`src/rtl/swz_pkg.sv`:
```
package swz_pkg;
   typedef enum logic [2:0] {
      SWZ_NONE     = 3'd0,
      SWZ_9        = 3'd1,
      SWZ_9_10     = 3'd2,
      SWZ_9_11     = 3'd3,
      SWZ_9_10_11  = 3'd4,
      SWZ_9_17     = 3'd5,
      SWZ_9_10_17  = 3'd6,
      SWZ_UNKNOWN  = 3'd7
   } swz_code_t;

   typedef enum logic [1:0] {
      TILE_LINEAR = 2'd0,
      TILE_X      = 2'd1,
      TILE_Y      = 2'd2,
      TILE_ALT    = 2'd3
   } tile_mode_t;

   typedef enum logic [1:0] {
      FAM_PLAIN  = 2'd0,
      FAM_CFGW   = 2'd1,
      FAM_RANK   = 2'd2,
      FAM_FIXED  = 2'd3
   } ctrl_family_t;

   typedef enum logic [1:0] {
      AMODE_SINGLE = 2'd0,
      AMODE_ASYM   = 2'd1,
      AMODE_ILV    = 2'd2,
      AMODE_RSVD   = 2'd3
   } addr_mode_t;

   // Highest address bit that any swizzle term touches.
   localparam int SWZ_TOP_BIT = 17;
   localparam int SWZ_CHAN_BIT = 6;
endpackage

```
`src/rtl/swz_cfg_decode.sv`:
```
module swz_cfg_decode
   import swz_pkg::*;
#(
   parameter int CFG_W     = 32,
   parameter int RANK_W    = 16,
   parameter int MODE_LSB  = 0,
   parameter int XSEL_BIT  = 9,
   parameter int XDIS_BIT  = 10
) (
   input  logic [1:0]        family,
   input  logic [CFG_W-1:0]  cfg_word,
   input  logic [RANK_W-1:0] rank0,
   input  logic [RANK_W-1:0] rank1,
   output swz_code_t         code_x,
   output swz_code_t         code_y
);
   localparam int MODE_MSB = MODE_LSB + 1;

   initial begin : p_param_chk
      if (MODE_MSB >= CFG_W || XSEL_BIT >= CFG_W || XDIS_BIT >= CFG_W)
         $fatal(1, "swz_cfg_decode: field outside configuration word");
      if (XSEL_BIT == XDIS_BIT)
         $fatal(1, "swz_cfg_decode: flag positions collide");
   end

   addr_mode_t amode;
   logic       word_dead;
   logic       xor_off;
   logic       hi_sel;
   swz_code_t  cw_x, cw_y;
   swz_code_t  rk_x, rk_y;

   assign amode     = addr_mode_t'(cfg_word[MODE_MSB:MODE_LSB]);
   assign word_dead = &cfg_word;
   assign xor_off   = cfg_word[XDIS_BIT];
   assign hi_sel    = cfg_word[XSEL_BIT];

   // Configuration-word family
   always_comb begin
      cw_x = SWZ_UNKNOWN;
      cw_y = SWZ_UNKNOWN;
      unique case (amode)
         AMODE_SINGLE, AMODE_ASYM: begin
            cw_x = SWZ_NONE;
            cw_y = SWZ_NONE;
         end
         AMODE_ILV: begin
            if (xor_off) begin
               cw_x = SWZ_9_10;
               cw_y = SWZ_9;
            end else if (!hi_sel) begin
               cw_x = SWZ_9_10_11;
               cw_y = SWZ_9_11;
            end else begin
               cw_x = SWZ_9_10_17;
               cw_y = SWZ_9_17;
            end
         end
         default: begin
            cw_x = SWZ_UNKNOWN;
            cw_y = SWZ_UNKNOWN;
         end
      endcase
      if (word_dead) begin
         cw_x = SWZ_UNKNOWN;
         cw_y = SWZ_UNKNOWN;
      end
   end

   // Rank-compare family
   always_comb begin
      if (rank0 == rank1) begin
         rk_x = SWZ_9_10;
         rk_y = SWZ_9;
      end else begin
         rk_x = SWZ_NONE;
         rk_y = SWZ_NONE;
      end
   end

   always_comb begin
      unique case (ctrl_family_t'(family))
         FAM_PLAIN: begin
            code_x = SWZ_NONE;
            code_y = SWZ_NONE;
         end
         FAM_CFGW: begin
            code_x = cw_x;
            code_y = cw_y;
         end
         FAM_RANK: begin
            code_x = rk_x;
            code_y = rk_y;
         end
         default: begin
            code_x = SWZ_9_10;
            code_y = SWZ_9;
         end
      endcase
   end
endmodule

```
`src/rtl/swz_code_report.sv`:
```
module swz_code_report
   import swz_pkg::*;
#(
   parameter bit HIDE_HIGH = 1'b1
) (
   input  swz_code_t raw,
   output swz_code_t shown
);
   generate
      if (HIDE_HIGH) begin : g_hide
         always_comb begin
            unique case (raw)
               SWZ_9_17:    shown = SWZ_9;
               SWZ_9_10_17: shown = SWZ_9_10;
               default:     shown = raw;
            endcase
         end
      end else begin : g_pass
         assign shown = raw;
      end
   endgenerate
endmodule

```
`src/rtl/swz_addr_xform.sv`:
```
module swz_addr_xform
   import swz_pkg::*;
#(
   parameter int ADDR_W = 32
) (
   input  logic              clk,
   input  logic              rst_n,
   input  logic              in_valid,
   input  logic [ADDR_W-1:0] in_addr,
   input  tile_mode_t        req_mode,
   input  swz_code_t         code_x,
   input  swz_code_t         code_y,
   input  swz_code_t         shown_x,
   input  swz_code_t         shown_y,
   output logic              out_valid,
   output logic [ADDR_W-1:0] out_addr,
   output tile_mode_t        out_mode,
   output swz_code_t         out_code
);
   initial begin : p_param_chk
      if (ADDR_W <= SWZ_TOP_BIT)
         $fatal(1, "swz_addr_xform: address too narrow for swizzle terms");
   end

   function automatic logic [ADDR_W-1:0] term_mask(input swz_code_t c);
      logic [ADDR_W-1:0] m;
      m = '0;
      if (c != SWZ_NONE && c != SWZ_UNKNOWN) m[9] = 1'b1;
      if (c == SWZ_9_10 || c == SWZ_9_10_11 || c == SWZ_9_10_17) m[10] = 1'b1;
      if (c == SWZ_9_11 || c == SWZ_9_10_11) m[11] = 1'b1;
      if (c == SWZ_9_17 || c == SWZ_9_10_17) m[SWZ_TOP_BIT] = 1'b1;
      return m;
   endfunction

   swz_code_t         sel_raw, sel_shown;
   tile_mode_t        eff_mode;
   swz_code_t         eff_raw, eff_shown;
   logic [ADDR_W-1:0] mask;
   logic              flip;
   logic [ADDR_W-1:0] nxt_addr;

   always_comb begin
      unique case (req_mode)
         TILE_X: begin
            sel_raw   = code_x;
            sel_shown = shown_x;
         end
         TILE_Y: begin
            sel_raw   = code_y;
            sel_shown = shown_y;
         end
         default: begin
            sel_raw   = SWZ_NONE;
            sel_shown = SWZ_NONE;
         end
      endcase
   end

   always_comb begin
      if (sel_raw == SWZ_UNKNOWN || req_mode == TILE_ALT || req_mode == TILE_LINEAR) begin
         eff_mode  = TILE_LINEAR;
         eff_raw   = SWZ_NONE;
         eff_shown = SWZ_NONE;
      end else begin
         eff_mode  = req_mode;
         eff_raw   = sel_raw;
         eff_shown = sel_shown;
      end
   end

   assign mask = term_mask(eff_raw);
   assign flip = ^(in_addr & mask);

   always_comb begin
      nxt_addr = in_addr;
      nxt_addr[SWZ_CHAN_BIT] = in_addr[SWZ_CHAN_BIT] ^ flip;
   end

   always_ff @(posedge clk or negedge rst_n) begin
      if (!rst_n) begin
         out_valid <= 1'b0;
         out_addr  <= '0;
         out_mode  <= TILE_LINEAR;
         out_code  <= SWZ_NONE;
      end else begin
         out_valid <= in_valid;
         if (in_valid) begin
            out_addr <= nxt_addr;
            out_mode <= eff_mode;
            out_code <= eff_shown;
         end
      end
   end
endmodule

```
`src/rtl/tiled_swizzle.sv`:
```
module tiled_swizzle
   import swz_pkg::*;
#(
   parameter int ADDR_W    = 32,
   parameter int CFG_W     = 32,
   parameter int RANK_W    = 16,
   parameter int MODE_LSB  = 0,
   parameter int XSEL_BIT  = 9,
   parameter int XDIS_BIT  = 10,
   parameter bit HIDE_HIGH = 1'b1
) (
   input  logic              clk,
   input  logic              rst_n,
   input  logic [1:0]        cfg_family,
   input  logic [CFG_W-1:0]  cfg_word,
   input  logic [RANK_W-1:0] rank_top_ch0,
   input  logic [RANK_W-1:0] rank_top_ch1,
   input  logic              in_valid,
   input  logic [ADDR_W-1:0] in_addr,
   input  logic [1:0]        in_tiling,
   output logic [2:0]        raw_x_code,
   output logic [2:0]        raw_y_code,
   output logic [2:0]        rep_x_code,
   output logic [2:0]        rep_y_code,
   output logic              out_valid,
   output logic [ADDR_W-1:0] out_addr,
   output logic [1:0]        out_tiling,
   output logic [2:0]        out_code
);
   localparam int N_AXES = 2;

   swz_code_t  raw_c [N_AXES];
   swz_code_t  shown_c [N_AXES];
   tile_mode_t o_mode;
   swz_code_t  o_code;

   swz_cfg_decode #(
      .CFG_W(CFG_W), .RANK_W(RANK_W), .MODE_LSB(MODE_LSB),
      .XSEL_BIT(XSEL_BIT), .XDIS_BIT(XDIS_BIT)
   ) u_decode (
      .family  (cfg_family),
      .cfg_word(cfg_word),
      .rank0   (rank_top_ch0),
      .rank1   (rank_top_ch1),
      .code_x  (raw_c[0]),
      .code_y  (raw_c[1])
   );

   for (genvar g = 0; g < N_AXES; g++) begin : g_report
      swz_code_report #(.HIDE_HIGH(HIDE_HIGH)) u_rep (
         .raw  (raw_c[g]),
         .shown(shown_c[g])
      );
   end

   swz_addr_xform #(.ADDR_W(ADDR_W)) u_xform (
      .clk      (clk),
      .rst_n    (rst_n),
      .in_valid (in_valid),
      .in_addr  (in_addr),
      .req_mode (tile_mode_t'(in_tiling)),
      .code_x   (raw_c[0]),
      .code_y   (raw_c[1]),
      .shown_x  (shown_c[0]),
      .shown_y  (shown_c[1]),
      .out_valid(out_valid),
      .out_addr (out_addr),
      .out_mode (o_mode),
      .out_code (o_code)
   );

   assign raw_x_code = raw_c[0];
   assign raw_y_code = raw_c[1];
   assign rep_x_code = shown_c[0];
   assign rep_y_code = shown_c[1];
   assign out_tiling = o_mode;
   assign out_code   = o_code;
endmodule

```
`config.mk`:
```
export PLATFORM = sky130hd
export DESIGN_NAME = tiled_swizzle
export DESIGN_NICKNAME = d
export VERILOG_FILES = /design/src/rtl/swz_pkg.sv /design/src/rtl/swz_cfg_decode.sv /design/src/rtl/swz_code_report.sv /design/src/rtl/swz_addr_xform.sv /design/src/rtl/tiled_swizzle.sv
export SDC_FILE = /design/constraint.sdc
export NUM_CORES = 1
export LEC_CHECK = 0
export BUFFER_PORTS_ARGS = -buffer_cell sky130_fd_sc_hd__buf_2
export CAP_MARGIN = 20
export CORE_ASPECT_RATIO = 1.1
export CORE_MARGIN = 2
export CORE_UTILIZATION = 44
export DETAILED_ROUTE_END_ITERATION = 16
export PLACE_DENSITY_LB_ADDON = 0.2
export SYNTH_ARGS = -nofsm -noshare
export SYNTH_HDL_FRONTEND = slang
export SYNTH_SLANG_ARGS = --single-unit
```
`constraint.sdc`:
```
create_clock -name clk -period 2.2 [get_ports clk]
set_input_delay 0.22 -clock clk [delete_from_list [all_inputs] [get_ports clk]]
set_output_delay 0.22 -clock clk [all_outputs]
set_load 0.02 [all_outputs]
```
### After elaboration in Yosys (flattened, before gate mapping)

Cells that the tools add are included.

* flip-flop bits (word level): 38
* latch bits: 0
* bits in writable memories: 0
* memory bits (read-only): 0
* bits of input ports: 103
* output and inout bits: 50
* word-level logic and storage cells: 62
* memories: 0

* add/subtract/negate cells: 0
* $mul: 0
* div/mod/pow operators: 0
* order comparisons: 0
* eq/ne operators: 19
* shift-type cells: 0
* mux-type cells: 23
* bitwise operators: 2
* reductions and logical operators: 14

Operators by type and width (number)
* $pmux 3 s2: 6
* $and 32x18->32: 1
* $reduce_and 32->1: 1
* $reduce_xor 32->1: 1
* $eq 3x3->1 const B: 8
* $mux 3: 7
* $pmux 3 s3: 2
* $eq 16x16->1: 1
* $eq 2x2->1 const B: 4
* $eq 2x1->1 const B: 3
* $eq 3x2->1 const B: 2
* $logic_not 2->1: 3
* $logic_or 1x1->1: 6
* $mux 2: 3
* $mux 1: 5
* $ne 3x3->1 const B: 1
* $reduce_bool 3->1: 1
* $reduce_or 2->1: 1
* $logic_and 1x1->1: 1
* $xor 1x1->1: 1

### Longest topological paths before layout

* word-level depth: 17
* gate-level depth with buffers: 10
* depth with buffers taken out: 10

### By module

From an unflattened synthesis, not the netlist that was laid out.

* cells, all modules: 172
* area, all modules: 2016.9 um^2

Modules (own cells, without submodules)
* swz_addr_xform: times used 1, cells each 128, area an instance 1724.2 um^2, sequential area each 950.9 um^2
* swz_cfg_decode: times used 1, cells each 36, area an instance 247.7 um^2, sequential area each 0.0 um^2
* swz_code_report: times used 2, cells each 4, area an instance 22.5 um^2, sequential area each 0.0 um^2

### Worst setup path before layout

No wires, ideal clock.

* path kind: input to register
* start: input cfg_word[0]
* end: register u_xform.out_addr[6]
* library setup time: 82 ps
* arrival time: 2063 ps
* required time: 2118 ps
* path slack: 55 ps
* stages: 8
* path buffers: 1
* cells stage by stage: buf_6 -> nor2b_1 -> nor3_1 -> nand2_1 -> o221a_2 -> or4_4 -> a21o_1 -> a31oi_1

* word-level cells in the longest chain between the ends: 17
* elaborated cells on any way between the ends: 35
* classes of those cells: eq/ne: 9; mux: 12; bitwise: 2; reduce/logical: 12

Ends and longest elaborated chain
* start: declaration: line tiled_swizzle.sv:15 `input logic [CFG_W-1:0] cfg_word,`
* $eq 2x1->1 / $logic_not 2->1 (equally long branches): line swz_cfg_decode.sv:42 `unique case (amode)`
* $reduce_or 2->1: line swz_cfg_decode.sv:42
* $pmux 3 s2: line swz_cfg_decode.sv:42
* $mux 3 *: line swz_cfg_decode.sv:64 `if (word_dead) begin`
* $pmux 3 s3 *: line swz_cfg_decode.sv:82 `unique case (ctrl_family_t'(family))`
* named net raw_x_code[2]: line tiled_swizzle.sv:21 `output logic [2:0] raw_x_code,`
* $pmux 3 s2 *: line swz_addr_xform.sv:43 `unique case (req_mode)`
* $eq 3x3->1: line swz_addr_xform.sv:60 `if (sel_raw == SWZ_UNKNOWN || req_mode == TILE_ALT || req_mode == TILE_LINEAR) begin`
* $logic_or 1x1->1 (2 in a row): line swz_addr_xform.sv:60
* $mux 3 *: line swz_addr_xform.sv:60
* $eq 3x2->1 / $eq 3x3->1 (equally long branches): line swz_addr_xform.sv:29, swz_addr_xform.sv:30
* $logic_or 1x1->1 (2 in a row): line swz_addr_xform.sv:29 `if (c == SWZ_9_10 || c == SWZ_9_10_11 || c == SWZ_9_10_17) m[10] = 1'b1;`
* $mux 1: line swz_addr_xform.sv:29
* $and 32x18->32 *: line swz_addr_xform.sv:72 `assign flip = ^(in_addr & mask);`
* $reduce_xor 32->1 *: line swz_addr_xform.sv:72
* $xor 1x1->1 *: line swz_addr_xform.sv:76 `nxt_addr[SWZ_CHAN_BIT] = in_addr[SWZ_CHAN_BIT] ^ flip;`
* end signal: assignment: line swz_addr_xform.sv:88 `out_addr <= nxt_addr;`
* end: declaration: line swz_addr_xform.sv:16 `output logic [ADDR_W-1:0] out_addr,`

The timed path passes the listed nets; every way through them passes the cells marked *.
A chain may end at the register's enable or synchronous reset.

### Final worst setup path

* start: input in_tiling[1]
* end: register u_xform.out_addr[6]

* word-level cells in the longest chain between the ends: 13
* elaborated cells on any way between the ends: 28
* classes of those cells: eq/ne: 10; mux: 6; bitwise: 2; reduce/logical: 10

Ends and longest elaborated chain
* start: declaration: line tiled_swizzle.sv:20 `input logic [1:0] in_tiling,`
* $eq 2x2->1 / $eq 2x1->1 (equally long branches): line swz_addr_xform.sv:43
* $pmux 3 s2: line swz_addr_xform.sv:43
* $eq 3x3->1: line swz_addr_xform.sv:60
* $logic_or 1x1->1 (2 in a row): line swz_addr_xform.sv:60
* $mux 3 *: line swz_addr_xform.sv:60
* $eq 3x2->1 / $eq 3x3->1 (equally long branches): line swz_addr_xform.sv:29, swz_addr_xform.sv:30
* $logic_or 1x1->1 (2 in a row): line swz_addr_xform.sv:29
* $mux 1: line swz_addr_xform.sv:29
* $and 32x18->32 *: line swz_addr_xform.sv:72
* $reduce_xor 32->1 *: line swz_addr_xform.sv:72
* $xor 1x1->1 *: line swz_addr_xform.sv:76

Every way passes the cells marked *; elsewhere a longest branch is shown, timed or not.

==> metrics.md <==
| Metric | Value |
|---|---|
| Drt pass-1 iters | 4 |
| Setup TNS | 0 ns |
| Leak | 0.00145 uW |
| Combinational power share | 0.271 |
| Die Wd | 69.3 um |
| Initial core utilization | 0.450 |
| H-tree depth | 2 |
| Vias in the first global route | 1782 |
| RSZ-0062 raised after global routing | no |
| Placed insts | 360 |
| Yosys cell types | 45 |
| Synth Flop Type | dfrtp_1 |
| # port buffers | 124 |
| Full die area | 5260 sq um |
| Vias per cell | 4.90 |
| Met2 Resource Use GR | 0.329 |
| Setup Viol. Count Final | 0 |
| Crit path max fanout | 3 |
| Count of flip-flops with a built-in enable after synthesis | 0 |
| Ys Warns | 0 |
| Boundary Pins | 153 |
| DR vias | 1793 |
| Post-cts sizing count | 0 |
| VDD IR-drop max | 0.471 mV |
| Placer Congestion | 0.759 |
| Count of final max-slew check failures | 0 |
| Initial drt markers | 27 |
| Req. time, crit path | 2.40 ns |
| R2r endpoint | u_xform.out_addr[7] |
| ANT cells | 0 |
| WL/cell | 12.7 um |
| Final hold violation count | 0 |
| Core footprint | 4590 sq um |
| Die height | 75.8 um |
| Worst R2R Start | u_xform.out_addr[7] |
| CTS Buf Count | 5 |
| Path type of the worst setup path | in2reg |
| Sw frac | 0.287 |
| Post-DP HPWL | 3800 um |
| Fin crit share | 0.887 |
| First-pass GRT wire length | 7560 um |
| Met3 GRT Util | 0.0529 |
| Slew HR | 0.460 |
| Status | completed |
| CTS Root Cell | clkbuf_8 |
| Area delta synth->final | 41.4% |
| Pwr dens | 587 nW/um^2 |
| WL final | 4630 um |
| Worst-skew pair later-pin latency | 0.28 ns |
| Sequential power share | 0.463 |
| GR Util met1 | 0.205 |
| Post-Syn Instances | 168 |
| Clock-pin slew on the worst setup and hold paths | 0.07 ns |
| Post-detailed-route DRC marker count | 0 |
| Max_cap viols | 0 |
| GRT busiest layer | met2 |
| Num Clock Sinks | 38 |
| Deepest clock path buffer count | 2 |
| Fin crit period | 1.95 ns |
| Internal power | 1220 uW |
| Syn_area_per_cell | 12.3 sq um |
| Finished Layout Cells | 366 |
| Cts hold-fix bufs | 0 |
| Antenna viol nets, final | 0 |
| Antenna violations before repair | 0 |
| Largest net degree at the start of global routing | 39 |
| Syn Nets | 275 |
| Fraction of layout cells with a size suffix above 1 | 0.645 |
| Mapped cell area | 2060 sq um |
| Async SR Flop Fraction | 1.00 |
| Hold WC Path Type | in2async |
| All-Layer GR Usage | 0.181 |
| Clk_skew | 0 ns |
| Clock power frac | 0.266 |
| Worst Max-Slew Pin Slew | 0.809 ns |
| Register-to-Register Path Depth | 1 |
| Fill count | 410 |
| R2r setup slk | 1.43 ns |
| P_sw | 492 uW |
| # nets final | 418 |
| Nature of the critical path startpoint | input port |
| CTS tree | done |
| Congestion Overflow GR | 0 |
| Row Count | 26 |
| Setup bufs post-CTS | 0 |
| WP data arrival | 2.15 ns |
| Synth Register Bits | 38 |
| Max Clk Rate | 512 MHz |
| CP endpoint kind | flip-flop |
| Post-synthesis sequential area ratio | 0.461 |
worst max-delay path by stage:
| stage | startpoint | end | slack [ns] | cells past startpoint |
|---|---|---|---|---|
| after CTS | in_tiling[1] | u_xform.out_addr[6] | 0.26 | 11 |
| after detailed placement | in_tiling[1] | u_xform.out_addr[6] | -0.04 | 11 |
| after global routing | in_tiling[0] | u_xform.out_addr[6] | 0.17 | 10 |
| final | in_tiling[1] | u_xform.out_addr[6] | 0.25 | 11 |
| after global placement | in_tiling[1] | u_xform.out_addr[6] | -0.001 | 11 |
| after floorplan | cfg_word[0] | u_xform.out_addr[6] | 0.05 | 8 |
cell usage after synthesis, drive strengths merged (2+ instances only):
master	n	area share
a31oi	3	0.019
nor2	5	0.013
nor3	5	0.015
xnor2	16	0.068
nand3b	3	0.011
a21oi	3	0.0073
nand3	3	0.0097
o2bb2ai	2	0.0085
a21o	2	0.0073
dfrtp	38	0.46
ha	4	0.024
o21ai	3	0.0073
nand4	3	0.012
nor4	3	0.012
o21a	4	0.018
mux2	31	0.17
nand2	9	0.016
clkbuf	4	0.017
and2	5	0.018
a32o	3	0.015
o31ai	2	0.0097
inv	5	0.0091
area by class of cell:
| class | count | area (sq um) | area share |
|---|---|---|---|
| inverter | 5 | 18.8 | 0.00643 |
| tap | 56 | 70.1 | 0.0240 |
| sequential | 38 | 951 | 0.326 |
| timing repair buffer | 141 | 748 | 0.256 |
| multi-input combinational | 120 | 1050 | 0.359 |
| clock buffer | 6 | 82.6 | 0.0283 |
metrics by stage:
| step | power [uW] | cell area [sq um] | hold slack [ns] | worst slack, ns | util |
|---|---|---|---|---|---|
| floorplan | 1070 | 2060 | -0.0756 | 0.0549 | - |
| global placement | 1270 | 2840 | 0.364 | -0.00113 | 0.618 |
| detailed placement | 1280 | 2840 | 0.362 | -0.0380 | 0.618 |
| CTS | 1740 | 2920 | 0.0562 | 0.256 | 0.636 |
| global route | 1810 | 2920 | 0.101 | 0.172 | 0.636 |
| finish | 1710 | 2920 | 0.0295 | 0.249 | 0.636 |
logic make-up (layout without fill, tap and decap cells):
family,Yosys count,after routing,synth area share
compound gates,26,26,0.112
xor+xnor,16,16,0.0679
fa+ha+maj,4,4,0.0242
buf+inv,10,152,0.0315
flops,38,38,0.461
mux,32,32,0.174
simple gates,42,42,0.130
power groups by stage:
stage	sequential (uW)	clock, uW	combinational, uW
3_3_place_gp	803	0	462
5_1_grt	802	500	509
4_1_cts	794	473	472
3_5_place_dp	807	0	470
2_1_floorplan	889	0	181
6_report	793	456	464
layer usage:
metal	up-vias	share of wire
met4	0	0.010
met5	-	0
met1	819	0.40
met3	5	0.081
met2	75	0.51
li1	894	-
worst max-delay path: stages:
cell	delay (ns)
buf_2	0.12
inv_1	0.08
ha_1	0.19
inv_1	0.07
nor3_1	0.20
a21o_1	0.16
a31oi_4	0.05
o221a_2	0.31
or4_4	0.42
a21o_1	0.19
a31oi_1	0.15
layout by cell type (no fill, tap or decap), types with 2 or more instances in the layout:
cell type  instances
and2_2             5
o2bb2ai_1          2
buf_2            124
ha_1               4
buf_4             17
a21oi_1            3
nor3_1             4
clkbuf_8           6
mux2_2            31
a32o_1             3
nand3_1            2
inv_1              5
o21ai_0            2
dfrtp_1           38
o21a_1             3
nand2_1            9
nor2_1             4
nand3b_1           3
xnor2_1           16
nand4_1            2
nor4_1             2
a21o_1             2
registers in the layout, summed over array words and instances, names as in the netlist:
name / cells
u_xform.out_addr: 32
u_xform.out_code: 3
u_xform.out_mode: 2
u_xform.out_valid: 1
(Power assumes the default switching activity.)
